--- src/rtl/lsq_ord_pkg.sv ---
// Package: shared types and the coarse conflict rule for the ordering matrix.
// Assumes: the caller supplies the result of the region-tag compare.
package lsq_ord_pkg;

    // Kind of memory operation held by a load/store unit.
    typedef enum logic {
        OP_LOAD  = 1'b0,
        OP_STORE = 1'b1
    } mem_op_e;

    // Two ops in the same region conflict unless both are loads.
    function automatic logic ops_conflict(input mem_op_e newer,
                                          input mem_op_e older,
                                          input logic    same_region);
        return same_region && ((newer == OP_STORE) || (older == OP_STORE));
    endfunction

endpackage

--- src/rtl/lsq_ord_slot.sv ---
// Module: one tracking slot per load/store unit. It holds busy, kind and
// region tag, and tells the matrix whether an op issued this cycle must
// wait for the op held here.
// Assumes: an issue never targets a busy slot, and a slot that is
// retiring is not issued in the same cycle.
module lsq_ord_slot
    import lsq_ord_pkg::*;
#(
    parameter int TAG_W = 8,
    parameter int IDX_W = 2,
    parameter int IDX   = 0
) (
    input  logic             clk,
    input  logic             rst_n,
    input  logic             issue_valid,
    input  logic [IDX_W-1:0] issue_unit,
    input  mem_op_e          issue_op,
    input  logic [TAG_W-1:0] issue_tag,
    input  logic             retire,
    output logic             busy,
    output mem_op_e          op,
    output logic [TAG_W-1:0] tag,
    output logic             must_wait
);

    logic take;
    logic same_region;

    assign take        = issue_valid && (issue_unit == IDX_W'(IDX));
    assign same_region = (tag == issue_tag);

    // Occupancy, kind and region of the op held by this unit.
    always_ff @(posedge clk) begin
        if (!rst_n) begin
            busy <= 1'b0;
            op   <= OP_LOAD;
            tag  <= '0;
        end else if (take) begin
            busy <= 1'b1;
            op   <= issue_op;
            tag  <= issue_tag;
        end else if (retire) begin
            busy <= 1'b0;
        end
    end

    // Flag a hazard for a different unit's new op, unless this op is leaving.
    always_comb begin
        must_wait = busy && !retire && !take &&
                    ops_conflict(issue_op, op, same_region);
    end

    // Input precondition: the target of an issue is idle.
    AST_ISSUE_IDLE: assert property (@(posedge clk) disable iff (!rst_n)
        take |-> !busy);

    // A slot retired without a new issue is idle afterwards.
    AST_RETIRE_FREES: assert property (@(posedge clk) disable iff (!rst_n)
        (retire && !take) |=> !busy);

endmodule

--- src/rtl/lsq_ord_row.sv ---
// Module: one row of blocking cells. Cell j set means the op in this row's
// unit waits for the op in unit j.
// Assumes: the row is loaded only when its own unit is issued; the loaded
// pattern already excludes this unit and any unit that is retiring.
module lsq_ord_row #(
    parameter int NUM_UNITS = 4,
    parameter int IDX       = 0
) (
    input  logic                 clk,
    input  logic                 rst_n,
    input  logic                 load,
    input  logic [NUM_UNITS-1:0] new_cells,
    input  logic [NUM_UNITS-1:0] retire,
    output logic [NUM_UNITS-1:0] cells
);

    // Load on issue, else clear retiring columns, and wipe on own retire.
    always_ff @(posedge clk) begin
        if (!rst_n) begin
            cells <= '0;
        end else if (load) begin
            cells <= new_cells & ~retire;
        end else if (retire[IDX]) begin
            cells <= '0;
        end else begin
            cells <= cells & ~retire;
        end
    end

    // A unit never waits for itself.
    AST_NO_SELF_WAIT: assert property (@(posedge clk) disable iff (!rst_n)
        !cells[IDX]);

    // Without a reload, the row only loses cells.
    AST_ROW_NO_GROWTH: assert property (@(posedge clk) disable iff (!rst_n)
        !load |=> ((cells & ~$past(cells)) == '0));

    // A retiring unit's column is clear after the edge.
    generate
        for (genvar j = 0; j < NUM_UNITS; j++) begin : g_col_clear
            AST_COL_CLEARED: assert property (@(posedge clk) disable iff (!rst_n)
                retire[j] |=> !cells[j]);
        end
    endgenerate

endmodule

--- src/rtl/lsq_ord_matrix.sv ---
// Module: load/store conflict ordering matrix (top). On issue it compares the
// upper address slice of the new op against every op in flight and records
// the ones it must wait for; it drives per-unit read/write holds and clears
// rows and columns on completion.
// Assumes: NUM_UNITS >= 2; an issue targets an idle unit that is not
// completing in the same cycle; completion pulses for idle units are harmless.
module lsq_ord_matrix
    import lsq_ord_pkg::*;
#(
    parameter int NUM_UNITS = 4,
    parameter int ADDR_W    = 32,
    parameter int TAG_W     = 8,
    localparam int IDX_W    = $clog2(NUM_UNITS)
) (
    input  logic                 clk,
    input  logic                 rst_n,
    input  logic                 issue_valid,
    input  logic [IDX_W-1:0]     issue_unit,
    input  logic                 issue_is_store,
    input  logic [ADDR_W-1:0]    issue_addr,
    input  logic [NUM_UNITS-1:0] done,
    output logic [NUM_UNITS-1:0] rd_hold,
    output logic [NUM_UNITS-1:0] wr_hold
);

    logic [TAG_W-1:0]     issue_tag;
    mem_op_e              issue_op;
    logic [NUM_UNITS-1:0] slot_busy;
    logic [NUM_UNITS-1:0] hazard;
    logic [NUM_UNITS-1:0] cells [NUM_UNITS];
    mem_op_e              slot_op  [NUM_UNITS];
    logic [TAG_W-1:0]     slot_tag [NUM_UNITS];

    // Reduce the address to its region tag and the flag to an op kind.
    always_comb begin
        issue_tag = issue_addr[ADDR_W-1 -: TAG_W];
        issue_op  = issue_is_store ? OP_STORE : OP_LOAD;
    end

    generate
        for (genvar u = 0; u < NUM_UNITS; u++) begin : g_unit
            logic row_load;

            lsq_ord_slot #(
                .TAG_W (TAG_W),
                .IDX_W (IDX_W),
                .IDX   (u)
            ) u_slot (
                .clk         (clk),
                .rst_n       (rst_n),
                .issue_valid (issue_valid),
                .issue_unit  (issue_unit),
                .issue_op    (issue_op),
                .issue_tag   (issue_tag),
                .retire      (done[u]),
                .busy        (slot_busy[u]),
                .op          (slot_op[u]),
                .tag         (slot_tag[u]),
                .must_wait   (hazard[u])
            );

            assign row_load = issue_valid && (issue_unit == IDX_W'(u));

            lsq_ord_row #(
                .NUM_UNITS (NUM_UNITS),
                .IDX       (u)
            ) u_row (
                .clk       (clk),
                .rst_n     (rst_n),
                .load      (row_load),
                .new_cells (hazard),
                .retire    (done),
                .cells     (cells[u])
            );

            // Drive the hold that matches the kind of op this unit holds.
            always_comb begin
                rd_hold[u] = slot_busy[u] && (slot_op[u] == OP_LOAD)  && (|cells[u]);
                wr_hold[u] = slot_busy[u] && (slot_op[u] == OP_STORE) && (|cells[u]);
            end

            // An idle unit carries no cells.
            AST_IDLE_ROW_EMPTY: assert property (@(posedge clk) disable iff (!rst_n)
                !slot_busy[u] |-> (cells[u] == '0));

            for (genvar j = 0; j < NUM_UNITS; j++) begin : g_pair
                // Cells only link ops of one region, never load to load.
                AST_CELL_SAME_REGION: assert property (@(posedge clk) disable iff (!rst_n)
                    cells[u][j] |-> (slot_tag[u] == slot_tag[j]));
                AST_CELL_NOT_TWO_LOADS: assert property (@(posedge clk) disable iff (!rst_n)
                    cells[u][j] |-> (slot_op[u] == OP_STORE || slot_op[j] == OP_STORE));
                AST_CELL_TARGET_BUSY: assert property (@(posedge clk) disable iff (!rst_n)
                    cells[u][j] |-> slot_busy[j]);
            end
        end
    endgenerate

    // Input precondition: the issued unit is not completing in that cycle.
    AST_NO_ISSUE_ON_DONE: assert property (@(posedge clk) disable iff (!rst_n)
        issue_valid |-> !done[issue_unit]);

    // Per unit, at most one kind of hold is raised.
    AST_HOLD_KIND: assert property (@(posedge clk) disable iff (!rst_n)
        (rd_hold & wr_hold) == '0);

endmodule

--- config.mk ---
export PLATFORM = sky130hd
export DESIGN_NAME = lsq_ord_matrix
export DESIGN_NICKNAME = d
export VERILOG_FILES = /design/src/rtl/lsq_ord_pkg.sv /design/src/rtl/lsq_ord_slot.sv /design/src/rtl/lsq_ord_row.sv /design/src/rtl/lsq_ord_matrix.sv
export SDC_FILE = /design/constraint.sdc
export NUM_CORES = 1
export LEC_CHECK = 0
export BUFFER_PORTS_ARGS = -buffer_cell sky130_fd_sc_hd__buf_4
export CAP_MARGIN = 20
export CORE_MARGIN = 2
export CORE_UTILIZATION = 25
export DETAILED_ROUTE_END_ITERATION = 10
export PLACE_DENSITY = 0.38
export SLEW_MARGIN = 40
export SYNTH_ARGS = -nofsm -noshare
export SYNTH_HDL_FRONTEND = slang
export SYNTH_SLANG_ARGS = --single-unit
--- constraint.sdc ---
create_clock -name clk -period 2.76 [get_ports clk]
set_input_delay 0.138 -clock clk [delete_from_list [all_inputs] [get_ports clk]]
set_output_delay 0.138 -clock clk [all_outputs]
set_load 0.01 [all_outputs]
---- Word-level counts from Yosys, hierarchy flattened ----
Cells that the tools add are included.
storage, ports and cells
  RAM bits ................................ 0
  bits in latches ......................... 0
  logic and storage cells ................. 107
  memories kept ........................... 0
  input port bits ......................... 42
  register bits ........................... 56
  bits in read-only memories .............. 0
  output and inout bits ................... 8
cells by class
  multipliers ............................. 0
  order comparisons ....................... 0
  div/mod/pow operators ................... 0
  reduce and logical (&&, ||, !) cells .... 57
  eq/ne operators ......................... 7
  muxes and demuxes ....................... 17
  bitwise operators ....................... 10
  $add $sub $neg .......................... 0
  shift operators ......................... 0
operator list
  operator            number
  $logic_and 1x1->1   36
  $eq 8x8->1          4
  $mux 4              8
  $and 4x4->4         5
  $reduce_or 4->1     4
  $mux 1              9
  $logic_not 1->1     8
  $reduce_bool 2->1   4
  $eq 2x2->1 const B  2
  $logic_or 1x1->1    4
  $not 1->1           4
  $not 4->4           1
  $eq 2x1->1 const B  1
  $logic_not 2->1     1

---- Depth between registers and ports, before layout ----
  depth after elaboration ................. 7
  mapped depth ............................ 6
  mapped depth without buffers ............ 4

---- Modules after synthesis ----
From an unflattened synthesis, not the netlist that was laid out.
unflattened totals
  cells, all modules ...................... 281
  area, all modules ....................... 2,695.1 um2
by module, submodules not included
  module                               times used  cells each  sequential area each (um2)  area an instance (um2)
  lsq_ord_slot (g_unit[1].u_slot ...)  2           45          200.2                       474.2
  lsq_ord_row                          4           18          80.1                        168.9
  lsq_ord_slot (g_unit[0].u_slot)      1           44          200.2                       484.2
  lsq_ord_slot (g_unit[3].u_slot)      1           55          200.2                       474.2
  lsq_ord_matrix                       1           20          0.0                         112.6

---- Least setup slack after synthesis ----
Ideal clock, no wire load.
  path kind ............................... register to register
  from .................................... register g_unit[1].u_slot.tag[3]
  to ...................................... register g_unit[2].u_row.cells[1]
  library setup time ...................... 0.069 ns
  stages on the path, launching flop included .. 5
  data required time ...................... 2.691 ns
  clock period less this slack ............ 1.230 ns
  arrival ................................. 1.161 ns
  path buffers ............................ 0
  path slack .............................. 1.530 ns
  cell sequence ........................... dfxtp_1 > xnor2_1 > o211ai_1 > or4_4 > o21ai_1
on the way
  word-level cells in the longest chain between the ends .. 5
RTL lines
  element                   RTL line            text
  start: declaration        lsq_ord_slot.sv:22  output logic [TAG_W-1:0] tag,
  start signal: assignment  lsq_ord_slot.sv:41  tag <= issue_tag;
  $eq 8x8->1                lsq_ord_slot.sv:30  assign same_region = (tag == issue_tag);
  $logic_and 1x1->1         lsq_ord_pkg.sv:15   return same_region && ((newer == OP_STORE) || (older == OP_STORE));
  $logic_and 1x1->1         lsq_ord_slot.sv:49  must_wait = busy && !retire && !take &&
  $and 4x4->4               lsq_ord_row.sv:22   cells <= new_cells & ~retire;
  $mux 4                    lsq_ord_row.sv:21   end else if (load) begin
  end signal: assignment    lsq_ord_row.sv:22
  end signal: assignment    lsq_ord_row.sv:26   cells <= cells & ~retire;
  end: declaration          lsq_ord_row.sv:14   output logic [NUM_UNITS-1:0] cells
No other way between the ends.
A chain may end at the register's enable or synchronous reset.

---- Final worst setup path ----
  from .................................... register g_unit[3].u_row.cells[1]
  to ...................................... output rd_hold[3]
on the way
  word-level cells in the longest chain between the ends .. 2
RTL lines
  element                   RTL line              text
  start: declaration        lsq_ord_row.sv:14
  start signal: assignment  lsq_ord_row.sv:22
  start signal: assignment  lsq_ord_row.sv:26
  $reduce_or 4->1           lsq_ord_matrix.sv:78  rd_hold[u] = slot_busy[u] && (slot_op[u] == OP_LOAD) && (|cells[u]);
  $logic_and 1x1->1         lsq_ord_matrix.sv:78
  end: declaration          lsq_ord_matrix.sv:22  output logic [NUM_UNITS-1:0] rd_hold,
No other way between the ends.

==> impl_metrics.env <==
export IMPL_total_of_cells_resized_after_clock_tree_synthesis=0
export IMPL_final_antenna_net_count=0
export IMPL_yosys_cell_types_count=36
export IMPL_rows=37
export IMPL_dpl_hpwl_mm=4.56
export IMPL_area_growth_synth_to_final_pct=14.0
export IMPL_netlist_area_sq_um=2600
export IMPL_setup_viols_final=0
export IMPL_max_cap_viol_count=0
export IMPL_path_max_fanout=2
export IMPL_cts_made_buffers=5
export IMPL_design_final_nets=362
export IMPL_worst_hold_path_type="in -> reg"
export IMPL_worst_skew_late_latency_ns=0.31
export IMPL_cellLeakagePower_nw=1.08
export IMPL_layout_commonest_cell="sky130_fd_sc_hd__nand2_1"
export IMPL_crit_required_ns=2.62
export IMPL_port_buffer_count=25
export IMPL_setup_crit_end_kind="primary output"
export IMPL_path_clk_slew_ns=0.11
export IMPL_peakVddDrop_mv=0.198
export IMPL_tightest_slew_ns=0.769
export IMPL_timing_max_transition_violations_final=0
export IMPL_max_freq_ghz=0.661
export IMPL_total_power_mw=1.48
export IMPL_share_of_the_clock_period_used_by_the_worst_path_after_layout=0.548
export IMPL_cellPowerDensity_nw_per_um2=499
export IMPL_timing_final_hold_violations=0
export IMPL_antenna_diode_count=0
export IMPL_async_reset_ff_frac=0
export IMPL_dp_worst_setup_slack_ns=1.05
export IMPL_globalRouteTotalUtil=0.123
export IMPL_global_route_overflow_total=0
export IMPL_synth_enable_flop_cells=0
export IMPL_synth_seq_area_share=0.431
export IMPL_postCtsSetupRepairBufs=0
export IMPL_number_of_antenna_violations_at_the_first_check_in_global_routing=0
export IMPL_drt_vias_per_instance=4.41
export IMPL_cp_data_arrival_time_ns=1.38
export IMPL_tritoncts_clock_tree="built"
export IMPL_drt_wl_total_mm=6.62
export IMPL_grt_setup_unrepaired="no"
export IMPL_grt_max_degree=46
export IMPL_wl_per_cell_um=14.5
export IMPL_type_of_the_setup_path_with_the_least_slack="reg -> out"
export IMPL_ys_flop_type="sky130_fd_sc_hd__dfxtp_1"
export IMPL_post_cts_hold_fix_bufs=0
export IMPL_die_width_um=106
export IMPL_synth_yosys_warnings=0
export IMPL_initial_utilization=0.254
export IMPL_synth_ff_latch_count=56
export IMPL_layout_drive_gt1_share=0.128
export IMPL_setup_worst_path_start_class="register"
export IMPL_fillerInstances=1111
export IMPL_maxSlewHeadroom=0.486
export IMPL_total_die_area_sq_um=11200
export IMPL_detailedRoute_firstPassIterationCount=4
export IMPL_detailed_route_via_count=2017
export IMPL_maximum_count_of_clock_buffers_along_a_single_path=2
export IMPL_die_y_um=106
export IMPL_fin_ws_ns=1.25
export IMPL_io_pin_count=50
export IMPL_worst_clock_skew_ns=0.0107
export IMPL_postSynthAreaPerCell_sq_um=8.48
export IMPL_synthesis_instances=307
export IMPL_first_iter_violations=61
export IMPL_tns_ns=0
export IMPL_cts_root_buffer_cell="sky130_fd_sc_hd__clkbuf_8"
export IMPL_core_area_sq_um=10200
export IMPL_drt_drc_violations_left=0
export IMPL_postSynthNetCount=349
export IMPL_layout_common_cells="sky130_fd_sc_hd__nand2_1, sky130_fd_sc_hd__dfxtp_1, sky130_fd_sc_hd__a21boi_0"
export IMPL_gp_congestion=0.713
export IMPL_outcome="complete, no violations"
export IMPL_grt_pass1_wl_mm=10.8
export IMPL_clock_sink_count=56
export IMPL_first_global_vias=1985
export IMPL_htree_levels=2
export IMPL_finalCriticalPeriod_ns=1.51
cells by family after synthesis:
logic type	count (synthesis)	synth area share
buffers and inverters	26	0.0476
AOI/OAI and AO/OA	60	0.162
and+or+nand+nor	133	0.252
DFF	56	0.431
xor gates and xnor gates	32	0.108
path summary, 6_finish.rpt:
check                           startpoint                  endpoint  slack [ns]  cells after the start
setup / recovery  g_unit[3].u_row.cells[1]                rd_hold[3]        1.25                      3
hold / removal                     done[3]  g_unit[3].u_row.cells[1]        0.12                      3
setup reg to reg   g_unit[0].u_slot.tag[6]  g_unit[2].u_row.cells[0]        1.31                      4
hold reg to reg   g_unit[2].u_row.cells[1]  g_unit[2].u_row.cells[1]        0.48                      2
per-layer routing:
metal	vias to the layer above	global-route usage	part of all wire
li1	1051	-	-
met1	934	0.176	0.53
met2	27	0.188	0.43
met3	5	0.0239	0.031
met4	0	0.0310	0.0086
met5	-	0	0
state kept, by name, indices dropped and copies added (netlist names):
name	count
g_unit.u_slot.op	4
g_unit.u_row.cells	16
g_unit.u_slot.tag	32
g_unit.u_slot.busy	4
through the flow:
stage / hold slack, ns / instance area [sq um] / utilization / cells
after floorplan: 0.283 / 2600 / - / 307
after global placement: 0.454 / 2870 / 0.281 / 449
after detailed placement: 0.457 / 2870 / 0.281 / 449
after CTS: 0.115 / 2970 / 0.290 / 457
after global routing: 0.123 / 2970 / 0.290 / 457
final: 0.122 / 2970 / 0.290 / 457
layout make-up:
| cell class | count | area [sq um] | share of cell area |
|---|---|---|---|
| timing repair buffer | 28 | 210 | 0.0709 |
| inverter | 4 | 15.0 | 0.00506 |
| clock buffer | 6 | 82.6 | 0.0278 |
| tap | 136 | 170 | 0.0574 |
| multi-input combinational | 225 | 1360 | 0.458 |
| clock inverter | 2 | 10.0 | 0.00337 |
| sequential | 56 | 1120 | 0.378 |
cells in the mapped netlist (2+ instances only):
cell / n / area, sq um
sky130_fd_sc_hd__nand2_1: 74 / 278
sky130_fd_sc_hd__dfxtp_1: 56 / 1120
sky130_fd_sc_hd__a21boi_0: 39 / 293
sky130_fd_sc_hd__xor2_1: 24 / 210
sky130_fd_sc_hd__buf_2: 12 / 60.1
sky130_fd_sc_hd__nor2_1: 12 / 45.0
sky130_fd_sc_hd__o21ai_0: 12 / 60.1
sky130_fd_sc_hd__nand3_1: 11 / 55.1
sky130_fd_sc_hd__clkbuf_1: 8 / 30.0
sky130_fd_sc_hd__xnor2_1: 8 / 70.1
sky130_fd_sc_hd__nand4b_1: 5 / 43.8
sky130_fd_sc_hd__nor4_1: 5 / 31.3
sky130_fd_sc_hd__and3_1: 4 / 25.0
sky130_fd_sc_hd__inv_1: 4 / 15.0
sky130_fd_sc_hd__nand2b_1: 4 / 25.0
sky130_fd_sc_hd__o41ai_1: 4 / 35.0
sky130_fd_sc_hd__nor3_1: 3 / 15.0
sky130_fd_sc_hd__nor2b_1: 2 / 12.5
sky130_fd_sc_hd__o21ai_1: 2 / 10.0
sky130_fd_sc_hd__or2b_1: 2 / 15.0
where the power goes:
| group | switching (mW) | total (mW) | leakage (nW) | internal (mW) |
|---|---|---|---|---|
| sequential | 0.0129 | 0.840 | 0.454 | 0.827 |
| clock | 0.282 | 0.484 | 0.0510 | 0.202 |
| combinational | 0.0906 | 0.155 | 0.572 | 0.0645 |
| total | 0.386 | 1.48 | 1.08 | 1.09 |
critical path, stage by stage (launching register included):
cell,delay (ns)
sky130_fd_sc_hd__dfxtp_1,0.34
sky130_fd_sc_hd__o41ai_1,0.49
sky130_fd_sc_hd__nor2_1,0.08
sky130_fd_sc_hd__buf_4,0.15
Power figures use the tool's default switching activity.
